## src/rtl/spi_tm_pkg.sv

```systemverilog
package spi_tm_pkg;

  // Attribute word; field positions are decoded by software
  typedef struct packed {
    logic       rsv;
    logic [3:0] fsz;      // frame length minus one
    logic       pol;      // serial clock idle level
    logic       pha;      // 1: capture on trailing edge
    logic       lsb;      // bit order flag
    logic [1:0] pp_lead;  // lead-in prescaler code
    logic [1:0] pp_lag;   // tail prescaler code
    logic [1:0] pp_gap;   // gap prescaler code
    logic [1:0] pp_baud;  // baud prescaler code
    logic [3:0] sc_lead;
    logic [3:0] sc_lag;
    logic [3:0] sc_gap;
    logic [3:0] sc_baud;
  } tm_attr_t;

  typedef enum logic [2:0] {
    TM_IDLE, TM_LEAD, TM_RUN, TM_LAG, TM_GAP
  } tm_state_e;

  function automatic int unsigned baud_pre(input logic [1:0] code);
    case (code)
      2'd0:    return 32'd2;
      2'd1:    return 32'd3;
      2'd2:    return 32'd5;
      default: return 32'd7;
    endcase
  endfunction

  function automatic int unsigned baud_scl(input logic [3:0] code);
    if (code < 4'd4) return (32'(code) + 32'd1) * 32'd2;
    return 32'd1 << code;
  endfunction

  function automatic int unsigned dly_cycles(input logic [1:0] p, input logic [3:0] s);
    return (32'(p) * 32'd2 + 32'd1) << (32'(s) + 32'd1);
  endfunction

endpackage

```

## src/rtl/spi_tm_cnt.sv

```systemverilog
module spi_tm_cnt #(
  parameter int CW = 20
) (
  input  logic          clk,
  input  logic          rst,
  input  logic          load,
  input  logic [CW-1:0] val,
  output logic          zero
);
  logic [CW-1:0] cnt;

  always_ff @(posedge clk) begin
    if (rst)              cnt <= '0;
    else if (load)        cnt <= val;
    else if (cnt != '0)   cnt <= cnt - 1'b1;
  end

  assign zero = (cnt == '0);
endmodule

```

## src/rtl/spi_tm_sck.sv

```systemverilog
module spi_tm_sck #(
  parameter int CW = 20
) (
  input  logic          clk,
  input  logic          rst,
  input  logic          idle_lvl,
  input  logic          pha,
  input  logic [CW-1:0] h1,
  input  logic [CW-1:0] h2,
  input  logic          launch,
  input  logic          stop,
  output logic          sck_o,
  output logic          cap_o,
  output logic          shf_o,
  output logic          trail_now
);
  logic          run, first, zero, ld;
  logic [CW-1:0] ldv;

  assign trail_now = run & first & zero;
  assign ld        = launch | (run & zero & ~(first & stop));
  assign ldv       = (launch | ~first) ? h1 - 1'b1 : h2 - 1'b1;

  spi_tm_cnt #(.CW(CW)) u_half (
    .clk(clk), .rst(rst), .load(ld), .val(ldv), .zero(zero)
  );

  always_ff @(posedge clk) begin
    if (rst) begin
      sck_o <= 1'b0;
      run   <= 1'b0;
      first <= 1'b0;
      cap_o <= 1'b0;
      shf_o <= 1'b0;
    end else begin
      cap_o <= 1'b0;
      shf_o <= 1'b0;
      if (launch) begin
        sck_o <= ~idle_lvl;
        run   <= 1'b1;
        first <= 1'b1;
        cap_o <= ~pha;
        shf_o <= pha;
      end else if (run && zero) begin
        if (first) begin
          sck_o <= idle_lvl;
          first <= 1'b0;
          cap_o <= pha;
          shf_o <= ~pha;
          if (stop) run <= 1'b0;
        end else begin
          sck_o <= ~idle_lvl;
          first <= 1'b1;
          cap_o <= ~pha;
          shf_o <= pha;
        end
      end else if (!run) begin
        sck_o <= idle_lvl;
      end
    end
  end
endmodule

```

## src/rtl/spi_timing_gen.sv

```systemverilog
module spi_timing_gen
  import spi_tm_pkg::*;
#(
  parameter int CW  = 20,
  parameter int FBW = 5
) (
  input  logic           clk,
  input  logic           rst,
  input  logic [31:0]    attr_i,
  input  logic           start_i,
  input  logic           frame_done_i,
  output logic           sck_o,
  output logic           cap_stb_o,
  output logic           shf_stb_o,
  output logic           cs_act_o,
  output logic           asrt_done_o,
  output logic           aftr_done_o,
  output logic           gap_done_o,
  output logic           busy_o,
  output logic           lsb_first_o,
  output logic [FBW-1:0] frame_bits_o
);
  localparam int FSZ_W = $bits(attr_i[30:27]);

  tm_attr_t      live, cfg;
  tm_state_e     st;
  logic          dly_zero, dly_ld, launch, trail_now, fin, stop, end_now;
  logic [CW-1:0] dly_val, per, h_hi, h_lo, h1, h2;
  logic          unused_fields;

  assign live = tm_attr_t'(attr_i);
  assign unused_fields = ^{cfg.rsv, cfg.pp_lead, cfg.sc_lead};

  // Half-period lengths; an odd product gives the spare cycle to the high phase
  assign per  = CW'(baud_pre(cfg.pp_baud) * baud_scl(cfg.sc_baud));
  assign h_lo = per >> 1;
  assign h_hi = (per >> 1) + CW'(per[0]);
  assign h1   = cfg.pol ? h_lo : h_hi;
  assign h2   = cfg.pol ? h_hi : h_lo;

  assign launch  = (st == TM_LEAD) && dly_zero;
  assign stop    = fin | frame_done_i;
  assign end_now = (st == TM_RUN) && trail_now && stop;

  always_comb begin
    dly_ld  = 1'b0;
    dly_val = '0;
    case (st)
      TM_IDLE: if (start_i) begin
        dly_ld  = 1'b1;
        dly_val = CW'(dly_cycles(live.pp_lead, live.sc_lead) - 32'd1);
      end
      TM_RUN: if (end_now) begin
        dly_ld  = 1'b1;
        dly_val = CW'(dly_cycles(cfg.pp_lag, cfg.sc_lag) - 32'd1);
      end
      TM_LAG: if (dly_zero) begin
        dly_ld  = 1'b1;
        dly_val = CW'(dly_cycles(cfg.pp_gap, cfg.sc_gap) - 32'd1);
      end
      default: ;
    endcase
  end

  spi_tm_cnt #(.CW(CW)) u_dly (
    .clk(clk), .rst(rst), .load(dly_ld), .val(dly_val), .zero(dly_zero)
  );

  spi_tm_sck #(.CW(CW)) u_sck (
    .clk(clk), .rst(rst),
    .idle_lvl(st == TM_IDLE ? live.pol : cfg.pol),
    .pha(cfg.pha), .h1(h1), .h2(h2),
    .launch(launch), .stop(stop),
    .sck_o(sck_o), .cap_o(cap_stb_o), .shf_o(shf_stb_o),
    .trail_now(trail_now)
  );

  always_ff @(posedge clk) begin
    if (rst) begin
      st          <= TM_IDLE;
      cfg         <= '0;
      cs_act_o    <= 1'b0;
      asrt_done_o <= 1'b0;
      aftr_done_o <= 1'b0;
      gap_done_o  <= 1'b0;
      fin         <= 1'b0;
    end else begin
      asrt_done_o <= 1'b0;
      aftr_done_o <= 1'b0;
      gap_done_o  <= 1'b0;
      case (st)
        TM_IDLE: if (start_i) begin
          cfg      <= live;
          cs_act_o <= 1'b1;
          st       <= TM_LEAD;
        end
        TM_LEAD: if (dly_zero) begin
          st          <= TM_RUN;
          asrt_done_o <= 1'b1;
          fin         <= 1'b0;
        end
        TM_RUN: begin
          if (end_now) begin
            st  <= TM_LAG;
            fin <= 1'b0;
          end else if (trail_now) begin
            fin <= 1'b0;
          end else if (frame_done_i) begin
            fin <= 1'b1;
          end
        end
        TM_LAG: if (dly_zero) begin
          cs_act_o    <= 1'b0;
          aftr_done_o <= 1'b1;
          st          <= TM_GAP;
        end
        TM_GAP: if (dly_zero) begin
          st         <= TM_IDLE;
          gap_done_o <= 1'b1;
        end
        default: st <= TM_IDLE;
      endcase
    end
  end

  assign busy_o       = (st != TM_IDLE);
  assign lsb_first_o  = cfg.lsb;
  assign frame_bits_o = FBW'({1'b0, cfg.fsz}) + FBW'(1);

  initial begin
    if (FBW <= FSZ_W) $error("frame_bits_o too narrow");
  end
endmodule

```

## config.mk

```make
export PLATFORM = sky130hd
export DESIGN_NAME = spi_timing_gen
export DESIGN_NICKNAME = d
export VERILOG_FILES = /design/src/rtl/spi_tm_pkg.sv /design/src/rtl/spi_tm_cnt.sv /design/src/rtl/spi_tm_sck.sv /design/src/rtl/spi_timing_gen.sv
export SDC_FILE = /design/constraint.sdc
export NUM_CORES = 1
export LEC_CHECK = 0
export ABC_CLOCK_PERIOD_IN_PS = 4900
export CORE_MARGIN = 8
export CORE_UTILIZATION = 56
export CTS_CLUSTER_DIAMETER = 150
export DETAILED_ROUTE_END_ITERATION = 6
export PLACE_DENSITY = 0.89
export SETUP_SLACK_MARGIN = 0.3
export SLEW_MARGIN = 15
export SYNTH_ARGS = -nofsm -noshare
export SYNTH_HDL_FRONTEND = slang
export SYNTH_SLANG_ARGS = --single-unit
```

## constraint.sdc

```tcl
create_clock -name clk -period 4.9 [get_ports clk]
set_input_delay 0.98 -clock clk [delete_from_list [all_inputs] [get_ports clk]]
set_output_delay 0.98 -clock clk [all_outputs]
set_load 0.03 [all_outputs]
```

==> results of run 1 <==
## stage by stage
| stage | hold WS [ps] | power [mW] | util, % |
|---|---|---|---|
| 2_1_floorplan | 454 | 2.02 | - |
| 3_3_place_gp | 444 | 2.34 | 62.2 |
| 3_5_place_dp | 450 | 2.38 | 62.2 |
| 4_1_cts | 460 | 3.12 | 64.8 |
| 5_1_grt | 504 | 3.45 | 66.3 |
| 6_report | 458 | 3.26 | 66.3 |
## repair_timing
item / in CTS / in global routing
resized for setup: 11 / 45
buffers inserted: 6 / 5
endpoints found under the hold margin: 0 / 0
hold buffers: 0 / 0
pin swaps: 7 / 14
endpoints found under the setup margin: 7 / 11
## how the worst max path moves through the flow
stage | depth (start not counted) | start | endpoint | slack, ps
6_report | 19 | cfg[0]$_SDFFE_PP0P_ | u_sck.u_half.cnt[17]$_SDFFE_PP0P_ | 310
5_1_grt | 20 | cfg[0]$_SDFFE_PP0P_ | u_sck.u_half.cnt[16]$_SDFFE_PP0P_ | 200
4_1_cts | 18 | cfg[0]$_SDFFE_PP0P_ | u_sck.u_half.cnt[17]$_SDFFE_PP0P_ | 300
3_5_place_dp | 17 | cfg[0]$_SDFFE_PP0P_ | u_sck.u_half.cnt[18]$_SDFFE_PP0P_ | 50
3_3_place_gp | 17 | cfg[0]$_SDFFE_PP0P_ | u_sck.u_half.cnt[18]$_SDFFE_PP0P_ | 160
2_1_floorplan | 17 | cfg[2]$_SDFFE_PP0P_ | u_sck.u_half.cnt[17]$_SDFFE_PP0P_ | 310
## routing by layer
metal	share of wire [%]	vias to the layer above
met2	46	525
met5	0	-
met4	4.5	0
li1	-	4579
met3	8.1	106
met1	41	4515
## kinds of logic (layout without fill, tap and decap cells)
group,Yosys count,in the layout,share of synthesized area (%)
other,1,3,0.0428
AND/OR/NAND/NOR,565,565,31.8
adder cells (fa/ha/maj),53,53,8.86
XOR/XNOR,94,94,9.40
flip-flops,78,78,17.8
multiplexers,18,18,2.14
buffers and inverters,118,157,5.27
AO/OA/AOI/OAI,334,334,24.7
## cells in the final DEF, fill, tap and decap left out, types with 32 or more instances in the layout
| cell | synthesis | final |
|---|---|---|
| nand2_1 | 196 | 196 |
| nor2_1 | 127 | 123 |
| a21oi_1 | 124 | 122 |
| dfxtp_1 | 78 | 74 |
| o21ai_0 | 59 | 56 |
| xnor2_1 | 52 | 50 |
| inv_1 | 49 | 48 |
| clkdlybuf4s50_1 | 0 | 47 |
| xor2_1 | 42 | 42 |
| buf_4 | 2 | 42 |
| nand3_1 | 41 | 41 |
| nor3_1 | 35 | 32 |
## registers in the layout, indices dropped and copies added, names as in the netlist, 3 cells and up
signal / cells
u_sck.u_half.cnt: 20
cfg: 24
u_dly.cnt: 20
st: 3
## power by group through the flow
stage / registers, mW / logic [mW] / clock network (mW)
after floorplan: 0.848 / 1.17 / 0
after global placement: 0.878 / 1.46 / 0
after detailed placement: 0.884 / 1.49 / 0
after CTS: 0.871 / 1.56 / 0.689
after global routing: 0.896 / 1.84 / 0.712
final: 0.882 / 1.70 / 0.684
## critical path: stages (launching register included)
cell,delay [ps]
dfxtp_4,390
ha_4,140
ha_2,260
o21ai_2,110
buf_4,130
nand2_1,60
fa_2,570
inv_1,60
ha_1,220
a211oi_2,280
o31ai_4,170
o21ai_0,280
nand2_1,170
xnor2_1,330
a21oi_1,140
o21ai_1,290
and4bb_4,320
nand3_2,110
or4_1,420
nand2_1,70
## area by class of cell
type                            instances  area [um2]
Clock inverter                          7        76.3
Inverter                               50         189
Multi-Input combinational cell       1067        6990
Tap cell                              211         264
Fill cell                            1233        5140
Timing Repair Buffer                   91         802
Clock buffer                            9         225
Sequential cell                        78        1570
==> metrics, run 1 <==
RSZ-0062 raised after global routing=false; Top Usage Layer GRT=met2; top_reg_cell synth=dfxtp_1; vias per cell=6.43; Worst Hold Depth=2; Net Sw Frac=44.1%; top cells by count, synth=196 x nand2_1, 127 x nor2_1, 124 x a21oi_1; DRC=0; startpoint class of the critical path=flip-flop; H-tree levels=3; Slew @ Worst Pin=~830 ps; Yosys warnings=0; met3 Track Usage GR=5.57%; WL final=26200 um; Die Y-Extent=141 um; clk buf depth=2; RePlAce Congestion=just under 1; fin area=0.0101 mm2; Worst Skew=11.6 ps; worst reg-to-reg path cell count=19; largest net degree at the start of global routing=55; Place WS=48.3 ps; CP Data Required Time=5200 ps; status=complete, no violations; register area share after synthesis=17.8%; worst skew pair latency=360 ps; TritonCTS Buffers=9; Seq pwr share=27.0%; final count of hold timing violations=0; Post-DP HPWL=18400 um; antenna viol nets, final=0; initial antenna violation count=0; Global Route Usage Sum=24.6%; Syn Inst Count=1261; Hold Crit Class=flip-flop to flip-flop; crit end category=flip-flop; combinational power share=52.0%; f_max=218 MHz; Avg Synthesized Cell Area=6.95 um2; hold path startpoint=lsb_first_o$_SDFFE_PP0P_; drt wl/cell=17.3 um; met1 GRT Util=30.6%; Synth async-reset ratio=0%; Max rail drop VDD=0.240 mV; DP Area=0.00949 mm2; top-area cell type share of the netlist area=between 10% and 20%; Die Wd=141 um; Reg-to-Reg End=u_sck.u_half.cnt[17]$_SDFFE_PP0P_; Final nets=1386; Seq cells post-synth=78; Cells after DPL=1486; port bufs=48; post-layout min period=approximately 4600 ps; maxcap violations=0; Area Overhead vs Synth=15.5%; Post-Syn Area=0.00876 mm2; count of cell types in the netlist=91; Switch Pwr=1.44 mW; layout cell share with drive strength beyond 1=a little under an eighth; met2 Use GR=40.0%; r2r setup slk=slightly above 300 ps; Post-synth EDFFs=0; vias in the first global route=8801; drt first pass iters=6; top cells by area, synth=dfxtp_1 18%, nand2_1 8.4%, a21oi_1 7.1%; arrival time worst endpoint=around 4900 ps; top-count cell post-synth=nand2_1; root buffer cell=clkbuf_16; final worst-path cycle share=between 90% and 100%; Hold EP=lsb_first_o$_SDFFE_PP0P_; core footprint=0.0153 mm2; Ports=50; clock share of power=21.0%; post-synth top area cell=dfxtp_1; TritonCTS clock tree=built; CTS clk-pin slew, worst paths=70 ps; Pint=roughly 1.8 mW; Antenna Cells=0; PD cells=323 mW/mm2; Setup violations, final=0; non-filler cells, final=about 1500; total number of vias=between 9000 and 10000; std cell rows=45; Fin Setup TNS=0 ps; Starting Density=57.4%; Critical R2R Launch=cfg[0]$_SDFFE_PP0P_; Worst slew margin=44.2%; maximum fanout along the worst path=6; CP Class=flip-flop to flip-flop; CTS sink count=78; Slew Limit Fails=0; Leakage=4.04 nW; die footprint=0.0199 mm2; remaining global-route overflow=0; DR iter-0 viols=1135; global-route wire length before repair=41500 um; Final WS setup=310 ps
(Power assumes the default switching activity.)
==> run 2, diff against run 1 <==
CORE_UTILIZATION = 30   (was 56)
PLACE_DENSITY = 0.57   (was 0.89)
==> metrics, run 2 (synthesized netlist as in run 1, its figures left out) <==
most frequent cells in the layout=194 x nand2_1, 123 x a21oi_1, 121 x nor2_1 (was 196 x nand2_1, 123 x nor2_1, 122 x a21oi_1); final count of hold timing violations=0 (unchanged); Max rail drop VDD=0.189 mV (was 0.240 mV); Die Y-Extent=187 um (was 141 um); port bufs=48 (unchanged); Ports=50 (unchanged); max FFs per register=24 (unchanged); layout cell share with drive strength beyond 1=13.4% (was 11.4%); Filler cells=3102 (was 1233); CTS sink count=78 (unchanged); drt wl/cell=15.6 um (was 17.3 um); die footprint=0.0349 mm2 (was 0.0199 mm2); DR iter-0 viols=589 (was 1135); Global Route Usage Sum=14.7% (was 24.6%); clk buf depth=2 (unchanged); root buffer cell=clkbuf_16 (unchanged); TritonCTS clock tree=built (unchanged); routed wl met2=13000 um (was 12100 um); status=complete, no violations (unchanged); H-tree levels=3 (unchanged); CP Data Required Time=5190 ps (was 5200 ps); final worst-path cycle share=90.3% (was 93.7%); Top reg by flops=cfg (unchanged); Slew @ Worst Pin=833 ps (was 832 ps); Fin Setup TNS=0 ps (unchanged); met3 WL=896 um (was 2110 um); CP cell instances=ha_4 > ha_4 > o21ai_2 > buf_6 > nand2_4 > fa_2 > fa_2 > nand2b_4 > a211oi_4 > buf_4 > o21ai_0 > mux2_2 > nor2_1 > xnor2_1 > mux2i_2 > nand3_2 > or4_1 > nand2_1 (was ha_4 > ha_2 > o21ai_2 > buf_4 > nand2_1 > fa_2 > inv_1 > ha_1 > a211oi_2 > o31ai_4 > o21ai_0 > nand2_1 > xnor2_1 > a21oi_1 > o21ai_1 > and4bb_4 > nand3_2 > or4_1 > nand2_1); global-route wire length before repair=43800 um (was 41500 um); maximum fanout along the worst path=8 (was 6); DR top layer=met4 (unchanged); total number of vias=9080 (was 9725); core footprint=0.0287 mm2 (was 0.0153 mm2); CP Class=flip-flop to flip-flop (unchanged); Worst slew margin=44.1% (was 44.2%); remaining global-route overflow=0 (unchanged); initial antenna violation count=0 (unchanged); fin area=0.0105 mm2 (was 0.0101 mm2); total power=3.27 mW (was 3.26 mW); drt first pass iters=5 (was 6); Hold-fix buffers, CTS=0 (unchanged); Starting Density=30.5% (was 57.4%); Antenna Cells=0 (unchanged); DRC=0 (unchanged); PD cells=310 mW/mm2 (was 323 mW/mm2); CTS clk-pin slew, worst paths=60 ps (was 70 ps); std cell rows=62 (was 45); slowest cell delay on critical path=530 ps (was 570 ps); Worst Skew=10.1 ps (was 11.6 ps); most common cell after layout, fill and taps aside=nand2_1 (unchanged); largest net degree at the start of global routing=54 (was 55); f_max=226 MHz (was 218 MHz); Slew Limit Fails=0 (unchanged); RSZ-0062 raised after global routing=false (unchanged); Leakage=4.08 nW (was 4.04 nW); post-layout min period=4420 ps (was 4590 ps); Hold Crit Class=flip-flop to flip-flop (unchanged); worst skew pair latency=350 ps (was 360 ps); TritonCTS Buffers=9 (unchanged); startpoint class of the critical path=flip-flop (unchanged); vias per cell=5.36 (was 6.43); Setup violations, final=0 (unchanged); Final nets=1395 (was 1386); Post-DP HPWL=20000 um (was 18400 um); crit end category=flip-flop (unchanged); WL final=26400 um (was 26200 um); antenna viol nets, final=0 (unchanged); vias in the first global route=8721 (was 8801); Largest regs=cfg x24, u_dly.cnt x20, u_sck.u_half.cnt x20 (unchanged); RePlAce Congestion=0.906 (was 0.976); Die Wd=187 um (was 141 um); Metal-1 WL=11900 um (was 10800 um); maxcap violations=0 (unchanged); DP Area=0.00974 mm2 (was 0.00949 mm2); Area Overhead vs Synth=20.2% (was 15.5%); arrival time worst endpoint=4710 ps (was 4890 ps); CP max stage cell=or4_1 (was fa_2)
-- run 2: cell types whose count changed in the layout (fill, tap and decap cells not counted), moves of 3 or more --
cell | before | now
buf_4 | 42 | 51
ha_1 | 29 | 22
ha_4 | 3 | 9
inv_8 | 3 | 0
o21ai_0 | 56 | 53
-- run 2: report_power, final --
part	total [mW]	internal [mW]	leakage [nW]	switching, mW
logic	1.70	0.735	3.29	0.969
clock network	0.681	0.402	0.144	0.278
registers	0.881	0.756	0.642	0.125
total	3.27	1.89	4.08	1.37
-- run 2: worst paths after layout --
| check | from | end | slack [ps] | depth (start not counted) |
|---|---|---|---|---|
| worst max-delay path | cfg[0]$_SDFFE_PP0P_ | u_sck.u_half.cnt[17]$_SDFFE_PP0P_ | 480 | 18 |
| worst min-delay path | lsb_first_o$_SDFFE_PP0P_ | lsb_first_o$_SDFFE_PP0P_ | 460 | 2 |
| worst min register to register | lsb_first_o$_SDFFE_PP0P_ | lsb_first_o$_SDFFE_PP0P_ | 460 | 2 |
| worst max register to register | cfg[0]$_SDFFE_PP0P_ | u_sck.u_half.cnt[17]$_SDFFE_PP0P_ | 480 | 18 |
-- run 2: worst max-delay path, delay by kind of cell, from the launching register on --
kind	cells	cell delay [ps]
fa+ha+maj	4	1260
xor+xnor	1	170
buf+inv	2	310
flops	1	360
mux	2	750
simple gates	6	1020
compound gates	3	520
-- run 2: stage by stage --
stage	util, %	worst slack (ps)	std cells	hold WS, ps
3_3_place_gp	33.9	164	1664	447
5_1_grt	36.7	285	1693	504
6_report	36.7	477	1693	460
4_1_cts	35.3	280	1681	464
3_5_place_dp	33.9	154	1664	455
2_1_floorplan	-	312	1263	454
-- run 2: layout make-up --
class	count	area (um2)	share of cell area, %
clock buffer	10	239	2.27
clock inverter	4	48.8	0.464
inverter	50	191	1.82
multi-input combinational	1067	7130	67.7
sequential	78	1570	14.9
tap	384	480	4.56
timing repair buffer	100	870	8.26
-- run 2: metal layers --
layer | global-route usage (%) | vias to the layer above
li1 | - | 4580
met3 | 2.31 | 41
met2 | 26.2 | 196
met1 | 18.2 | 4263
met4 | 3.82 | 0
met5 | 0 | -
-- run 2: repair_timing --
| item | in CTS | in global routing |
|---|---|---|
| buffers inserted | 3 | 12 |
| gates cloned | 0 | 0 |
| gates resized for setup | 16 | 68 |
| pin swaps | 5 | 31 |
| endpoints found under the setup margin | 7 | 10 |
| hold endpoints to repair | 0 | 0 |
